<file path="src/rtl/fss_pkg.sv">
package fss_pkg;
    // control word bit positions
    localparam int CTL_EN_BIT    = 0;
    localparam int CTL_BEGIN_BIT = 1;
    localparam int CTL_STOP_BIT  = 2;

    typedef enum logic [1:0] {
        MODE_IDLE = 2'd0,
        MODE_UP   = 2'd1,
        MODE_DOWN = 2'd2
    } seq_mode_t;
endpackage

</file>
<file path="src/rtl/fss_regs.sv">
module fss_regs
    import fss_pkg::*;
#(
    parameter int NUM_PH = 3,
    parameter int DLY_W  = 16,
    parameter int DATA_W = 32,
    parameter int ADDR_W = 2
) (
    input  logic                           clk,
    input  logic                           rst_n,
    input  logic                           wr_en,
    input  logic [ADDR_W-1:0]              wr_addr,
    input  logic [DATA_W-1:0]              wr_data,
    output logic [NUM_PH-1:0][DLY_W-1:0]   dly,
    output logic                           cmd_up,
    output logic                           cmd_dn,
    output logic                           cmd_off
);
    localparam int PER_WORD  = DATA_W / DLY_W;
    localparam int NUM_WORDS = (NUM_PH + PER_WORD - 1) / PER_WORD;
    localparam int CTRL_ADDR = NUM_WORDS;

    typedef struct packed {
        logic [NUM_PH-1:0][DLY_W-1:0] dly;
    } regs_t;

    regs_t rg_d, rg_q;
    logic  is_ctrl;

    always_comb begin
        rg_d = rg_q;
        for (int p = 0; p < NUM_PH; p++) begin
            if (wr_en && (wr_addr == ADDR_W'(p / PER_WORD))) begin
                rg_d.dly[p] = wr_data[(p % PER_WORD)*DLY_W +: DLY_W];
            end
        end
    end

    always_ff @(posedge clk or negedge rst_n) begin
        if (!rst_n) rg_q <= '0;
        else        rg_q <= rg_d;
    end

    // commands are single-cycle pulses decoded straight from the write
    assign is_ctrl = wr_en && (wr_addr == ADDR_W'(CTRL_ADDR));
    assign cmd_up  = is_ctrl && wr_data[CTL_EN_BIT] && wr_data[CTL_BEGIN_BIT];
    assign cmd_dn  = is_ctrl && wr_data[CTL_EN_BIT] && wr_data[CTL_STOP_BIT]
                     && !wr_data[CTL_BEGIN_BIT];
    assign cmd_off = is_ctrl && !wr_data[CTL_EN_BIT] && !wr_data[CTL_BEGIN_BIT]
                     && !wr_data[CTL_STOP_BIT];
    assign dly     = rg_q.dly;
endmodule

</file>
<file path="src/rtl/fss_timer.sv">
module fss_timer #(
    parameter int DLY_W = 16
) (
    input  logic             clk,
    input  logic             rst_n,
    input  logic             load,
    input  logic [DLY_W-1:0] load_val,
    output logic             expired
);
    typedef struct packed {
        logic [DLY_W-1:0] cnt;
    } tmr_t;

    tmr_t tm_d, tm_q;

    always_comb begin
        tm_d = tm_q;
        if (load)                  tm_d.cnt = load_val;
        else if (tm_q.cnt != '0)   tm_d.cnt = tm_q.cnt - 1'b1;
    end

    always_ff @(posedge clk or negedge rst_n) begin
        if (!rst_n) tm_q <= '0;
        else        tm_q <= tm_d;
    end

    assign expired = (tm_q.cnt == '0);
endmodule

</file>
<file path="src/rtl/fss_fsm.sv">
module fss_fsm
    import fss_pkg::*;
#(
    parameter int NUM_PH = 3,
    parameter int PH_W   = 2
) (
    input  logic              clk,
    input  logic              rst_n,
    input  logic              cmd_up,
    input  logic              cmd_dn,
    input  logic              cmd_off,
    input  logic              expired,
    output logic              tmr_load,
    output logic [PH_W-1:0]   tmr_idx,
    output logic [NUM_PH-1:0] stage_en,
    output logic              busy,
    output logic              up_done,
    output logic              down_done
);
    localparam logic [PH_W-1:0] LAST_PH = PH_W'(NUM_PH - 1);

    typedef struct packed {
        seq_mode_t         mode;
        logic [PH_W-1:0]   ph;
        logic [NUM_PH-1:0] stg;
        logic              up_done;
        logic              dn_done;
    } fsm_t;

    fsm_t fs_d, fs_q;
    logic [PH_W-1:0] ph_inc, ph_dec;

    assign ph_inc = fs_q.ph + 1'b1;
    assign ph_dec = fs_q.ph - 1'b1;

    always_comb begin
        fs_d     = fs_q;
        tmr_load = 1'b0;
        tmr_idx  = fs_q.ph;
        if (cmd_off) begin
            fs_d.mode    = MODE_IDLE;
            fs_d.up_done = 1'b0;
            fs_d.dn_done = 1'b0;
        end else begin
            unique case (fs_q.mode)
                MODE_IDLE: begin
                    if (cmd_up) begin
                        fs_d.mode    = MODE_UP;
                        fs_d.ph      = '0;
                        fs_d.stg[0]  = 1'b1;
                        fs_d.up_done = 1'b0;
                        fs_d.dn_done = 1'b0;
                        tmr_load     = 1'b1;
                        tmr_idx      = '0;
                    end else if (cmd_dn) begin
                        fs_d.mode          = MODE_DOWN;
                        fs_d.ph            = LAST_PH;
                        fs_d.stg[LAST_PH]  = 1'b0;
                        fs_d.up_done       = 1'b0;
                        fs_d.dn_done       = 1'b0;
                        tmr_load           = 1'b1;
                        tmr_idx            = LAST_PH;
                    end
                end
                MODE_UP: begin
                    if (expired) begin
                        if (fs_q.ph == LAST_PH) begin
                            fs_d.mode    = MODE_IDLE;
                            fs_d.up_done = 1'b1;
                        end else begin
                            fs_d.ph          = ph_inc;
                            fs_d.stg[ph_inc] = 1'b1;
                            tmr_load         = 1'b1;
                            tmr_idx          = ph_inc;
                        end
                    end
                end
                MODE_DOWN: begin
                    if (expired) begin
                        if (fs_q.ph == '0) begin
                            fs_d.mode    = MODE_IDLE;
                            fs_d.dn_done = 1'b1;
                        end else begin
                            fs_d.ph          = ph_dec;
                            fs_d.stg[ph_dec] = 1'b0;
                            tmr_load         = 1'b1;
                            tmr_idx          = ph_dec;
                        end
                    end
                end
                default: fs_d.mode = MODE_IDLE;
            endcase
        end
    end

    always_ff @(posedge clk or negedge rst_n) begin
        if (!rst_n) fs_q <= '{mode: MODE_IDLE, ph: '0, stg: '0, up_done: 1'b0, dn_done: 1'b0};
        else        fs_q <= fs_d;
    end

    assign stage_en  = fs_q.stg;
    assign busy      = (fs_q.mode != MODE_IDLE);
    assign up_done   = fs_q.up_done;
    assign down_done = fs_q.dn_done;
endmodule

</file>
<file path="src/rtl/fuse_supply_seq.sv">
module fuse_supply_seq
    import fss_pkg::*;
#(
    parameter int NUM_PH = 3,
    parameter int DLY_W  = 16,
    parameter int DATA_W = 32,
    parameter int ADDR_W = 2
) (
    input  logic              clk,
    input  logic              rst_n,
    input  logic              wr_en,
    input  logic [ADDR_W-1:0] wr_addr,
    input  logic [DATA_W-1:0] wr_data,
    output logic [NUM_PH-1:0] stage_en,
    output logic              busy,
    output logic              up_done,
    output logic              down_done
);
    localparam int PH_W = (NUM_PH > 1) ? $clog2(NUM_PH) : 1;

    logic [NUM_PH-1:0][DLY_W-1:0] dly;
    logic                         cmd_up, cmd_dn, cmd_off;
    logic                         tmr_load, expired;
    logic [PH_W-1:0]              tmr_idx;
    logic [DLY_W-1:0]             load_val;

    fss_regs #(
        .NUM_PH(NUM_PH), .DLY_W(DLY_W), .DATA_W(DATA_W), .ADDR_W(ADDR_W)
    ) u_regs (
        .clk(clk), .rst_n(rst_n), .wr_en(wr_en), .wr_addr(wr_addr), .wr_data(wr_data),
        .dly(dly), .cmd_up(cmd_up), .cmd_dn(cmd_dn), .cmd_off(cmd_off)
    );

    assign load_val = dly[tmr_idx];

    fss_timer #(.DLY_W(DLY_W)) u_timer (
        .clk(clk), .rst_n(rst_n), .load(tmr_load), .load_val(load_val), .expired(expired)
    );

    fss_fsm #(.NUM_PH(NUM_PH), .PH_W(PH_W)) u_fsm (
        .clk(clk), .rst_n(rst_n), .cmd_up(cmd_up), .cmd_dn(cmd_dn), .cmd_off(cmd_off),
        .expired(expired), .tmr_load(tmr_load), .tmr_idx(tmr_idx), .stage_en(stage_en),
        .busy(busy), .up_done(up_done), .down_done(down_done)
    );
endmodule

</file>
<file path="config.mk">
export PLATFORM = sky130hd
export DESIGN_NAME = fuse_supply_seq
export DESIGN_NICKNAME = d
export VERILOG_FILES = /design/src/rtl/fss_pkg.sv /design/src/rtl/fss_regs.sv /design/src/rtl/fss_timer.sv /design/src/rtl/fss_fsm.sv /design/src/rtl/fuse_supply_seq.sv
export SDC_FILE = /design/constraint.sdc
export NUM_CORES = 1
export LEC_CHECK = 0
export BUFFER_PORTS_ARGS = -buffer_cell sky130_fd_sc_hd__buf_2
export CORE_ASPECT_RATIO = 2
export CORE_MARGIN = 3
export CORE_UTILIZATION = 52
export CTS_BUF_LIST = sky130_fd_sc_hd__clkbuf_4 sky130_fd_sc_hd__clkbuf_8
export DETAILED_ROUTE_END_ITERATION = 10
export GPL_TIMING_DRIVEN = 0
export PLACE_DENSITY = 0.72
export SLEW_MARGIN = 10
export SYNTH_ARGS = -nofsm -noshare
export SYNTH_HDL_FRONTEND = slang
export SYNTH_HIERARCHICAL = 1
export SYNTH_SLANG_ARGS = --single-unit
</file>
<file path="constraint.sdc">
create_clock -name clk -period 6.05 [get_ports clk]
set_input_delay 0.605 -clock clk [delete_from_list [all_inputs] [get_ports clk]]
set_output_delay 0.605 -clock clk [all_outputs]
set_load 0.05 [all_outputs]
</file>
==> results_tabular.tex, run 1 <==
\begin{tabular}{lr}
\hline
Metric & Value \\
\hline
\multicolumn{2}{l}{\textbf{Detailed routing}} \\
Detail Route Antenna Nets & 0 \\
Total Wirelength & 8.774 mm \\
Residual DRC count & 0 \\
Post-DR vias/cell & 5.689 \\
DRT iter0 DRCs & 74 \\
Count of vias placed by the detailed router & 2856 \\
Avg WL per Cell & 17.48 um \\
Pre-antenna DRT Iters & 6 \\
\multicolumn{2}{l}{\textbf{Run status}} \\
Result of the run & finished clean \\
\multicolumn{2}{l}{\textbf{Logic synthesis}} \\
Async set-reset flop share out of synthesis & 100.0\% \\
Synthesized area & 0.004058 mm\^{}2 \\
Commonest register cell after synthesis & dfrtp\_1 \\
Yosys cell types & 58 \\
Syn avg cell area & 11.63 um\^{}2 \\
Number of synthesized register bits & 73 \\
Portion of synthesized cell area occupied by the leading cell type & 45.02\% \\
Synth top area cells & dfrtp\_1 45\%, mux2\_2 14\%, mux2i\_1 5.2\% \\
Syn\_nets & 399 \\
Yosys warning total & 6 \\
Post-synthesis sequential area ratio & 45.02\% \\
Library cell occupying the most area in the post-synthesis netlist & dfrtp\_1 \\
Post-synthesis instance total & 349 \\
Number of enable-type register cells in the synthesized netlist & 0 \\
\multicolumn{2}{l}{\textbf{Global routing}} \\
First-pass GRT wire length & 14.01 mm \\
Final global-route overflow total & 0 \\
Maximum number of pins on one net before global-route repair & 44 \\
Antenna violations before repair & 0 \\
GRT Resource Usage Total & 21.73\% \\
Number of global-route vias before repair & 2998 \\
\multicolumn{2}{l}{\textbf{Critical path}} \\
Data arrival time at the worst-slack endpoint & 3940 ps \\
Kind of launch point of the worst setup path & register \\
Slowest cell on crit path & dfrtp\_1 \\
Worst path most repeated cell & buf\_2 \\
Crit. End Element & register \\
Setup Crit Path Kind & register to register \\
WP data required & 6280 ps \\
Stage delay of the slowest cell on the critical path & 420 ps \\
CP cell instances & inv\_1, ha\_1, or3b\_1, buf\_2, nand4b\_4, nor2\_8, buf\_2, nand2b\_1, a22o\_1, a2111oi\_0, o22ai\_1, buf\_6, buf\_8, mux2i\_1, o2bb2ai\_1, mux2\_2 \\
Maximum fanout encountered on the critical timing path & 10 \\
\multicolumn{2}{l}{\textbf{Clock network}} \\
H-tree level count & 3 \\
TritonCTS sink count & 73 \\
Clock root buffer & clkbuf\_8 \\
Clock tree buffer depth & 2 \\
TritonCTS clock tree & done \\
CTS clock-pin slew for the worst setup and hold paths & 80 ps \\
Clk\_lat worst skew & 350 ps \\
Hold-fix buffers, CTS & 0 \\
Buffers inserted during post-CTS setup optimization & 0 \\
Number of buffers created by CTS & 9 \\
Count of cells resized by post-cts repair & 0 \\
\multicolumn{2}{l}{\textbf{Timing}} \\
Achievable frequency & 269.3 MHz \\
Final setup viols & 0 \\
RSZ-0062 raised after global routing & no \\
Pins over their slew limit & 0 \\
Post-Route Skew & 11.09 ps \\
Tightest Pin Transition & 1191 ps \\
Fin. Hold Viols & 0 \\
Final critical-path required period & 3714 ps \\
Tightest slew margin relative to the limit & 19.84\% \\
Sum of negative setup slack & 0 ps \\
Portion of the clock cycle consumed by the worst path in the final layout & 61.38\% \\
\multicolumn{2}{l}{\textbf{Power and ir drop}} \\
Static Leakage & 0.002071 uW \\
Switching power & 732.1 uW \\
Power density relative to cell area & 426.8 mW/mm\^{}2 \\
Internal power & 1245 uW \\
Clock power share & 21.5\% \\
Logic pwr share & 42.0\% \\
Peak VDD IR & 237.8 uV \\
Switch share & 37.04\% \\
Share of total power in sequential cells & 36.6\% \\
\multicolumn{2}{l}{\textbf{Die}} \\
Number of top-level pins & 43 \\
Number of rows created at floorplan & 45 \\
Die Width & 68.46 um \\
Starting Density & 53.38\% \\
Die outline height & 130.9 um \\
Die ar. & 0.008963 mm\^{}2 \\
Placeable core area & 0.007601 mm\^{}2 \\
\multicolumn{2}{l}{\textbf{Place}} \\
Weighted congestion reported at the end of routability-driven placement & 0.8628 \\
Number of placed instances, taps included & 486 \\
Number of port buffers & 42 \\
HPWL after DPL & 6.836 mm \\
\multicolumn{2}{l}{\textbf{Layout}} \\
Fill cell count & 671 \\
Area Overhead vs Synth & 14.15\% \\
Area of combinational cells with multiple inputs & 0.002013 mm\^{}2 \\
Register area & 0.001827 mm\^{}2 \\
Final layout net count & 453 \\
Share of post-route cells with drive strength above 1 & 33.09\% \\
Antenna diode count & 0 \\
Count of placed standard cells in the final layout, fillers left out & 502 \\
\multicolumn{2}{l}{\textbf{Min path}} \\
Class of the tightest hold or removal check & primary input to async pin \\
\multicolumn{2}{l}{\textbf{Job}} \\
Reported max-cap violation count & 0 \\
\hline
\end{tabular}
[flip-flops by register name (all words and copies together) (netlist names)]
name / count
u_fsm/down_done: 1
u_fsm/stage_en: 3
u_fsm/fs_q: 4
u_fsm/up_done: 1
u_timer/tm_q: 16
u_regs/dly: 48
[logic make-up after synthesis]
| kind of cell | after synthesis | share of synthesized area [%] |
|---|---|---|
| buffers and inverters | 34 | 5.365 |
| XOR/XNOR | 8 | 1.727 |
| AND/OR/NAND/NOR | 82 | 12.21 |
| multiplexers | 73 | 19.70 |
| AO/OA/AOI/OAI | 66 | 11.96 |
| flip-flops | 73 | 45.02 |
| adder cells (fa/ha/maj) | 13 | 4.009 |
[cell usage in the layout, fill, tap and decap left out, types with 3 or more instances in the layout]
| master | count |
|---|---|
| dfrtp_1 | 73 |
| mux2_2 | 49 |
| buf_2 | 44 |
| nand2_1 | 23 |
| mux2i_1 | 21 |
| o2bb2ai_1 | 16 |
| nor2_1 | 14 |
| a21oi_1 | 14 |
| ha_1 | 13 |
| inv_1 | 12 |
| nor3_1 | 11 |
| clkbuf_8 | 10 |
| o21ai_0 | 8 |
| xnor2_1 | 8 |
| buf_6 | 7 |
| clkbuf_1 | 6 |
| nand2b_1 | 5 |
| nand3_1 | 5 |
| buf_4 | 4 |
| nor3b_1 | 4 |
| a22oi_1 | 3 |
| nand3b_1 | 3 |
| o21ai_1 | 3 |
| a211oi_1 | 3 |
[Yosys cell counts (all sizes together), types with 3 or more instances]
cell / instances
mux2i: 21
nand3b: 4
o21ai: 12
a22oi: 3
nand2: 23
nand3: 5
clkbuf: 6
a211oi: 3
inv: 12
nor3: 13
mux2: 52
nand2b: 5
xnor2: 8
ha: 13
nor2: 15
o2bb2ai: 16
a21oi: 14
buf: 15
nor3b: 5
dfrtp: 73
[final cells by class]
cell class,instances,area share (%)
Buffer,21,3.647
Inverter,13,1.053
Clock buffer,11,3.133
Tap cell,94,2.539
Multi-Input combinational cell,242,43.46
Sequential cell,73,39.44
Clock inverter,5,1.702
Timing Repair Buffer,43,5.024
[per-layer routing]
layer  track usage (%)  wire length (um)
met1             20.44              3015
met2             41.46              5113
met3             4.363               297
met4             11.25               348
met5                 0                 0
[power by group through the flow]
stage,Sequential (uW),Clock [uW],Combinational (uW)
after floorplan,703,0,643
after global placement,722,0,816
after detailed placement,733,0,833
after CTS,724,439,838
after global routing,739,455,903
final,723,424,829
[worst paths after layout]
check                                  start           endpoint  slack [ps]  cells past startpoint
setup / recovery             u_timer/tm_q[0]   u_timer/tm_q[10]        2340                     16
hold / removal                         rst_n  u_fsm/stage_en[2]         180                      1
setup reg to reg             u_timer/tm_q[0]   u_timer/tm_q[10]        2340                     16
hold reg to reg            u_fsm/stage_en[1]  u_fsm/stage_en[1]         480                      1
max in group asynchronous              rst_n     u_regs/dly[21]        5310                      2
min in group clk           u_fsm/stage_en[1]  u_fsm/stage_en[1]         480                      1
[worst max-delay path: cells and delay by family, from the launching register on]
family                   cells  cell delay [ps]
AO/OA/AOI/OAI                4              770
multiplexers                 2              530
adder cells (fa/ha/maj)      1              190
AND/OR/NAND/NOR              4              870
buffers and inverters        5              810
flip-flops                   1              420
[per-stage QoR]
step | utilization, % | worst slack, ps | hold WS, ps | cell area [um^2] | total power (uW)
2_1_floorplan | - | 2832 | 309.4 | 4058 | 1346
3_3_place_gp | 57.70 | 2340 | 468.6 | 4385 | 1538
3_5_place_dp | 57.99 | 2322 | 471.3 | 4408 | 1566
4_1_cts | 60.94 | 2338 | 178.1 | 4632 | 2001
5_1_grt | 60.94 | 2047 | 192.7 | 4632 | 2097
6_report | 60.94 | 2336 | 176.0 | 4632 | 1977
No activity file was read; power rests on OpenSTA's default activity.
==> inputs of run 2 (changes only) <==
ABC_AREA = 1   (was unset)
PLACE_DENSITY = 0.71   (was 0.72)
clock period = 3.43 ns   (was 6.05 ns; I/O delays follow)
==> results_tabular.tex, run 2 <==
\begin{tabular}{lr}
\hline
Metric & Value \\
\hline
\multicolumn{2}{l}{\textbf{Timing}} \\
Fin. Hold Viols & 0 \\
Portion of the clock cycle consumed by the worst path in the final layout & 89.15\% \\
Hold WS & 203.6 ps \\
Achievable frequency & 327.0 MHz \\
Final setup viols & 0 \\
RSZ-0062 raised after global routing & no \\
Final critical-path required period & 3058 ps \\
Tightest slew margin relative to the limit & 73.14\% \\
Tightest Pin Transition & 403.0 ps \\
Post-Route Skew & 8.982 ps \\
Pins over their slew limit & 0 \\
Sum of negative setup slack & 0 ps \\
\multicolumn{2}{l}{\textbf{Layout}} \\
Area of combinational cells with multiple inputs & 0.002327 mm\^{}2 \\
Commonest cells after routing, fill and taps aside & 271 x nand2\_1, 74 x nand3\_1, 73 x dfrtp\_1 \\
Antenna diode count & 0 \\
Area Overhead vs Synth & 13.46\% \\
Core occupancy in the finished layout & 60.80\% \\
Fill cell count & 801 \\
Most common cell after layout, fill and taps aside & nand2\_1 \\
Final layout net count & 764 \\
Register area & 0.001827 mm\^{}2 \\
Count of placed standard cells in the final layout, fillers left out & 819 \\
Final Cell Area & 0.005295 mm\^{}2 \\
Flip-flop count of the largest register after layout & 48 \\
Share of post-route cells with drive strength above 1 & 17.94\% \\
\multicolumn{2}{l}{\textbf{Clock network}} \\
Clock root buffer & clkbuf\_8 \\
Clk\_lat worst skew & 360 ps \\
CTS clock-pin slew for the worst setup and hold paths & 90 ps \\
TritonCTS sink count & 73 \\
H-tree level count & 3 \\
TritonCTS clock tree & done \\
Number of buffers created by CTS & 9 \\
Buffers inserted during post-CTS setup optimization & 0 \\
Clock tree buffer depth & 2 \\
\multicolumn{2}{l}{\textbf{Logic synthesis}} \\
Synth top area cells & dfrtp\_1 39\%, nand2\_1 22\%, nand3\_1 7.9\% \\
Post-synthesis instance total & 661 \\
Library cell occupying the most area in the post-synthesis netlist & dfrtp\_1 \\
Async set-reset flop share out of synthesis & 100.0\% \\
Portion of synthesized cell area occupied by the leading cell type & 39.14\% \\
Syn\_nets & 711 \\
Leading cell types by count after synthesis & 271 x nand2\_1, 74 x nand3\_1, 73 x dfrtp\_1 \\
Syn avg cell area & 7.060 um\^{}2 \\
Number of synthesized register bits & 73 \\
Synthesized area & 0.004667 mm\^{}2 \\
Most common cell in the netlist & nand2\_1 \\
Number of enable-type register cells in the synthesized netlist & 0 \\
Post-synthesis sequential area ratio & 39.14\% \\
Yosys warning total & 6 \\
Yosys cell types & 30 \\
Commonest register cell after synthesis & dfrtp\_1 \\
\multicolumn{2}{l}{\textbf{Place}} \\
Weighted congestion reported at the end of routability-driven placement & 0.9221 \\
HPWL after DPL & 8.653 mm \\
Number of placed instances, taps included & 802 \\
Area after detailed placement & 0.005022 mm\^{}2 \\
Number of port buffers & 40 \\
\multicolumn{2}{l}{\textbf{Detailed routing}} \\
Total Wirelength & 10.83 mm \\
Count of vias placed by the detailed router & 4180 \\
Residual DRC count & 0 \\
Post-DR vias/cell & 5.104 \\
Pre-antenna DRT Iters & 4 \\
Avg WL per Cell & 13.23 um \\
DRT iter0 DRCs & 179 \\
Detail Route Antenna Nets & 0 \\
\multicolumn{2}{l}{\textbf{Critical path}} \\
Launching element of the worst setup path & u\_timer/tm\_q[0] \\
Count of cells along the worst register-to-register path & 19 \\
FF-to-FF End & u\_timer/tm\_q[12] \\
Setup Crit Path Kind & register to register \\
Maximum fanout encountered on the critical timing path & 10 \\
Launch instance of the worst register-to-register path & u\_timer/tm\_q[0] \\
Crit. End Element & register \\
Reg2Reg Setup Slack & 370 ps \\
Data arrival time at the worst-slack endpoint & 3310 ps \\
Capturing instance or port of the critical path & u\_timer/tm\_q[12] \\
WP data required & 3690 ps \\
Kind of launch point of the worst setup path & register \\
\multicolumn{2}{l}{\textbf{Global routing}} \\
Maximum number of pins on one net before global-route repair & 63 \\
Number of global-route vias before repair & 4359 \\
First-pass GRT wire length & 18.98 mm \\
GRT Resource Usage Total & 23.49\% \\
Antenna violations before repair & 0 \\
Final global-route overflow total & 0 \\
\multicolumn{2}{l}{\textbf{Run status}} \\
Result of the run & finished clean \\
\multicolumn{2}{l}{\textbf{Power and ir drop}} \\
Clock power share & 21.6\% \\
Internal power & 2210 uW \\
Logic pwr share & 46.1\% \\
Static Leakage & 0.002956 uW \\
Share of total power in sequential cells & 32.3\% \\
Switching power & 1730 uW \\
Peak VDD IR & 444.0 uV \\
Switch share & 43.91\% \\
Power density relative to cell area & 744.0 mW/mm\^{}2 \\
\multicolumn{2}{l}{\textbf{Die}} \\
Number of top-level pins & 43 \\
Number of rows created at floorplan & 48 \\
Die Width & 72.99 um \\
Starting Density & 53.59\% \\
Die outline height & 140.0 um \\
Placeable core area & 0.008708 mm\^{}2 \\
Die ar. & 0.01022 mm\^{}2 \\
\multicolumn{2}{l}{\textbf{Job}} \\
Reported max-cap violation count & 0 \\
\multicolumn{2}{l}{\textbf{Min path}} \\
Class of the tightest hold or removal check & primary input to register \\
\hline
\end{tabular}
==> run 2: cell types whose count changed after synthesis, moves of 16 or more <==
cell and change:
mux2_2 -49, nand4_1 +19, nand2_1 +248, nand3_1 +69, mux2i_1 -21, inv_1 +57
nor2_1 +17, o2bb2ai_1 -16
==> run 2: final cells by class <==
| type | count | area share (%) |
|---|---|---|
| plain buffers | 31 | 4.490 |
| multi-input cells | 482 | 43.95 |
| repair buffers | 42 | 4.537 |
| flip-flops and latches | 73 | 34.50 |
| inverters | 75 | 5.411 |
| clock inverters | 7 | 2.410 |
| well taps | 100 | 2.363 |
| clock buffers | 9 | 2.339 |
==> run 2: logic make-up (layout without fill, tap and decap cells) <==
kind of cell	after synthesis	in the layout	share of synthesized area, %
buf+inv	106	164	11.23
xor+xnor	5	5	0.9385
simple gates	436	436	41.96
fa+ha+maj	13	13	3.485
flops	73	73	39.14
compound gates	28	28	3.244
==> run 2: worst max-delay path, cell delays in order, from the launching register on <==
cell and delay [ps]:
dfrtp_1 390, inv_1 110, ha_1 270, nand2_2 130, nor2_2 160, nand3_1 160
nor3_4 320, inv_1 160, nand2_1 100, nand3_1 80, nand2_1 70, nand3_1 80
inv_2 200, nor2_8 60, buf_6 140, nand2_1 50, nand2_1 50, or2_2 290
nand2_1 70, nor2_1 40
==> run 2: metal layers <==
metal | GRT usage (%) | vias up | share of wire, %
met2 | 45.06 | 77 | 58
met4 | 11.77 | 0 | 3.0
met3 | 3.017 | 24 | 2.4
met5 | 0 | - | 0
li1 | - | 2165 | -
met1 | 23.17 | 1914 | 37
==> run 2: worst min-delay path by stage <==
stage	start	end	slack, ps	depth (start not counted)
6_report	wr_data[26]	u_regs/dly[26]	200	3
5_1_grt	wr_data[29]	u_regs/dly[29]	220	3
4_1_cts	wr_data[26]	u_regs/dly[26]	200	3
3_5_place_dp	rst_n	u_fsm/down_done	210	1
3_3_place_gp	u_regs/dly[46]	u_regs/dly[46]	450	2
2_1_floorplan	rst_n	u_fsm/down_done	50	0
==> run 2: repair_timing <==
item	in CTS	in global routing
setup endpoints to repair	1	1
gates resized for setup	1	1
endpoints found under the hold margin	11	0
hold buffers	1	0
==> run 2: power groups by stage <==
stage / combinational [uW] / sequential (uW) / clock, uW
CTS: 1820 / 1270 / 868
finish: 1810 / 1270 / 851
floorplan: 1410 / 1260 / 0
detailed placement: 1810 / 1290 / 0
global route: 2070 / 1300 / 898
global placement: 1770 / 1270 / 0
==> run 2: through the flow <==
step | setup WS (ps) | total power (uW)
floorplan | 662.7 | 2662
global placement | 0.07216 | 3043
detailed placement | -45.77 | 3098
CTS | 253.9 | 3961
global route | 91.22 | 4271
finish | 372.2 | 3939
==> inputs of run 3 (changes only) <==
BUFFER_PORTS_ARGS = unset   (was -buffer_cell sky130_fd_sc_hd__buf_2)
DONT_BUFFER_PORTS = 1   (was unset)
PLACE_DENSITY = 0.67   (was 0.71)
==> results_tabular.tex, run 3 (synthesis gave the netlist of run 2 again) <==
\begin{tabular}{lr}
\hline
Metric & Value \\
\hline
\multicolumn{2}{l}{\textbf{Run status}} \\
Result of the run & finished clean \\
\multicolumn{2}{l}{\textbf{Timing}} \\
Portion of the clock cycle consumed by the worst path in the final layout & 88.24\% \\
Pins over their slew limit & 0 \\
Post-Route Skew & 5.890 ps \\
Final critical-path required period & 3027 ps \\
Achievable frequency & 330.4 MHz \\
Fin. Hold Viols & 0 \\
Final setup viols & 0 \\
RSZ-0062 raised after global routing & no \\
Tightest Pin Transition & 485.6 ps \\
Tightest slew margin relative to the limit & 67.63\% \\
\multicolumn{2}{l}{\textbf{Layout}} \\
Commonest cells after routing, fill and taps aside & 271 x nand2\_1, 74 x nand3\_1, 73 x dfrtp\_1 \\
Flip-flop count of the largest register after layout & 48 \\
Core occupancy in the finished layout & 57.67\% \\
Share of post-route cells with drive strength above 1 & 13.11\% \\
Fill cell count & 851 \\
Antenna diode count & 0 \\
Final Cell Area & 0.005022 mm\^{}2 \\
Most common cell after layout, fill and taps aside & nand2\_1 \\
Area Overhead vs Synth & 7.614\% \\
Final layout net count & 724 \\
\multicolumn{2}{l}{\textbf{Critical path}} \\
Slowest cell on crit path & dfrtp\_1 \\
Count of cells along the worst register-to-register path & 19 \\
Data arrival time at the worst-slack endpoint & 3270 ps \\
Crit. End Element & register \\
Setup Crit Path Kind & register to register \\
Kind of launch point of the worst setup path & register \\
Maximum fanout encountered on the critical timing path & 10 \\
Launch instance of the worst register-to-register path & u\_timer/tm\_q[0] \\
FF-to-FF End & u\_timer/tm\_q[12] \\
CP cell instances & inv\_1, ha\_1, nand2\_2, nor2\_2, nand3\_1, nor3\_4, inv\_1, nand2\_1, nand3\_1, nand2\_1, nand3\_1, inv\_2, nor2\_8, buf\_6, nand2\_1, nand2\_1, or2\_2, nand2\_1, nor2\_1 \\
Reg2Reg Setup Slack & 400 ps \\
Worst path most repeated cell & nand2\_1 \\
Stage delay of the slowest cell on the critical path & 380 ps \\
WP data required & 3670 ps \\
\multicolumn{2}{l}{\textbf{Clock network}} \\
Number of buffers created by CTS & 9 \\
TritonCTS clock tree & done \\
Clock tree buffer depth & 2 \\
Clock root buffer & clkbuf\_8 \\
H-tree level count & 3 \\
TritonCTS sink count & 73 \\
Buffers inserted during post-CTS setup optimization & 0 \\
CTS clock-pin slew for the worst setup and hold paths & 70 ps \\
Clk\_lat worst skew & 340 ps \\
\multicolumn{2}{l}{\textbf{Job}} \\
Reported max-cap violation count & 0 \\
\multicolumn{2}{l}{\textbf{Power and ir drop}} \\
Power density relative to cell area & 732.0 mW/mm\^{}2 \\
Power Total & 3676 uW \\
Static Leakage & 0.002767 uW \\
Peak VDD IR & 390.2 uV \\
\multicolumn{2}{l}{\textbf{Detailed routing}} \\
Detail Route Antenna Nets & 0 \\
Post-DR vias/cell & 5.178 \\
Residual DRC count & 0 \\
DRT iter0 DRCs & 151 \\
Detailed-routing wirelength on met1 & 4.300 mm \\
Routed wire length on met3 & 308 um \\
Total Wirelength & 11.15 mm \\
Avg WL per Cell & 14.32 um \\
Top Layer Used & met4 \\
Pre-antenna DRT Iters & 4 \\
Length of routed met2 wiring & 6.319 mm \\
Count of vias placed by the detailed router & 4034 \\
\multicolumn{2}{l}{\textbf{Global routing}} \\
Number of global-route vias before repair & 4109 \\
Maximum number of pins on one net before global-route repair & 74 \\
GRT Resource Usage Total & 23.39\% \\
Final global-route overflow total & 0 \\
Antenna violations before repair & 0 \\
First-pass GRT wire length & 18.77 mm \\
\multicolumn{2}{l}{\textbf{Die}} \\
Starting Density & 53.59\% \\
Number of top-level pins & 43 \\
Number of rows created at floorplan & 48 \\
Die Width & 72.99 um \\
Placeable core area & 0.008708 mm\^{}2 \\
Die outline height & 140.0 um \\
Die ar. & 0.01022 mm\^{}2 \\
\multicolumn{2}{l}{\textbf{Min path}} \\
Min-Delay Endpoint & u\_regs/dly[20] \\
Launch point of the worst hold path & wr\_data[20] \\
Cell depth of the worst min-delay path & 2 \\
Class of the tightest hold or removal check & primary input to register \\
\multicolumn{2}{l}{\textbf{Place}} \\
Area after detailed placement & 0.004792 mm\^{}2 \\
Number of port buffers & 0 \\
Weighted congestion reported at the end of routability-driven placement & 0.9206 \\
HPWL after DPL & 8.584 mm \\
\hline
\end{tabular}
-- run 3: cell count changes in the layout (fill, tap and decap cells not counted) --
cell | previous run | this run
clkinv_4 | 3 | 0
inv_8 | 1 | 0
buf_2 | 52 | 13
clkinv_2 | 0 | 3
buf_4 | 7 | 6
clkbuf_4 | 0 | 2
bufinv_16 | 3 | 0
clkbuf_8 | 9 | 11
-- run 3: worst max-delay path by stage --
| stage | from | to | slack, ps | cells past startpoint |
|---|---|---|---|---|
| global route | u_timer/tm_q[0] | u_timer/tm_q[12] | 110 | 18 |
| global placement | u_timer/tm_q[0] | u_timer/tm_q[12] | -30 | 19 |
| CTS | u_timer/tm_q[0] | u_timer/tm_q[12] | 270 | 19 |
| floorplan | u_timer/tm_q[0] | u_timer/tm_q[12] | 660 | 17 |
| detailed placement | u_timer/tm_q[0] | u_timer/tm_q[12] | -40 | 19 |
| finish | u_timer/tm_q[0] | u_timer/tm_q[12] | 400 | 19 |
-- run 3: through the flow --
step                      hold slack, ps  worst slack, ps  instances  setup TNS [ps]
after floorplan                    47.41            662.7        661               0
after global placement             49.34           -33.43        761          -33.43
after detailed placement           49.01           -43.02        761          -43.02
after CTS                          115.0            269.2        779               0
after global routing               130.3            111.8        779               0
final                              133.9            403.3        779               0
-- run 3: routing by layer --
| layer | track usage, % | vias to the layer above |
|---|---|---|
| met1 | 24.76 | 1874 |
| met3 | 3.089 | 18 |
| li1 | - | 2073 |
| met4 | 10.02 | 0 |
| met2 | 43.93 | 69 |
| met5 | 0 | - |
-- run 3: what timing repair did --
| item | in CTS | in global routing |
|---|---|---|
| cloned | 0 | 0 |
| hold buffers | 2 | 0 |
| hold endpoints to repair | 73 | 0 |
| gates resized for setup | 1 | 1 |
| pin swaps | 0 | 0 |
| endpoints found under the setup margin | 1 | 1 |
-- run 3: power breakdown --
part,internal (uW),switching [uW]
Combinational,609,1140
Clock,315,304
Sequential,1080,223
-- run 3: layout make-up --
class	count	area [um^2]	share of cell area [%]
Timing Repair Buffer	2	37.54	0.7474
Clock inverter	3	15.01	0.2990
Inverter	75	286.5	5.705
Tap cell	100	125.1	2.491
Clock buffer	13	166.4	3.313
Buffer	31	237.7	4.733
Sequential cell	73	1827	36.37
Multi-Input combinational cell	482	2327	46.34
-- run 3: critical path: cells and delay by family (launching register included) --
family / cells / cell delay, ps
adders and majority gates: 1 / 270
buffers and inverters: 4 / 600
DFF: 1 / 380
and+or+nand+nor: 14 / 1650
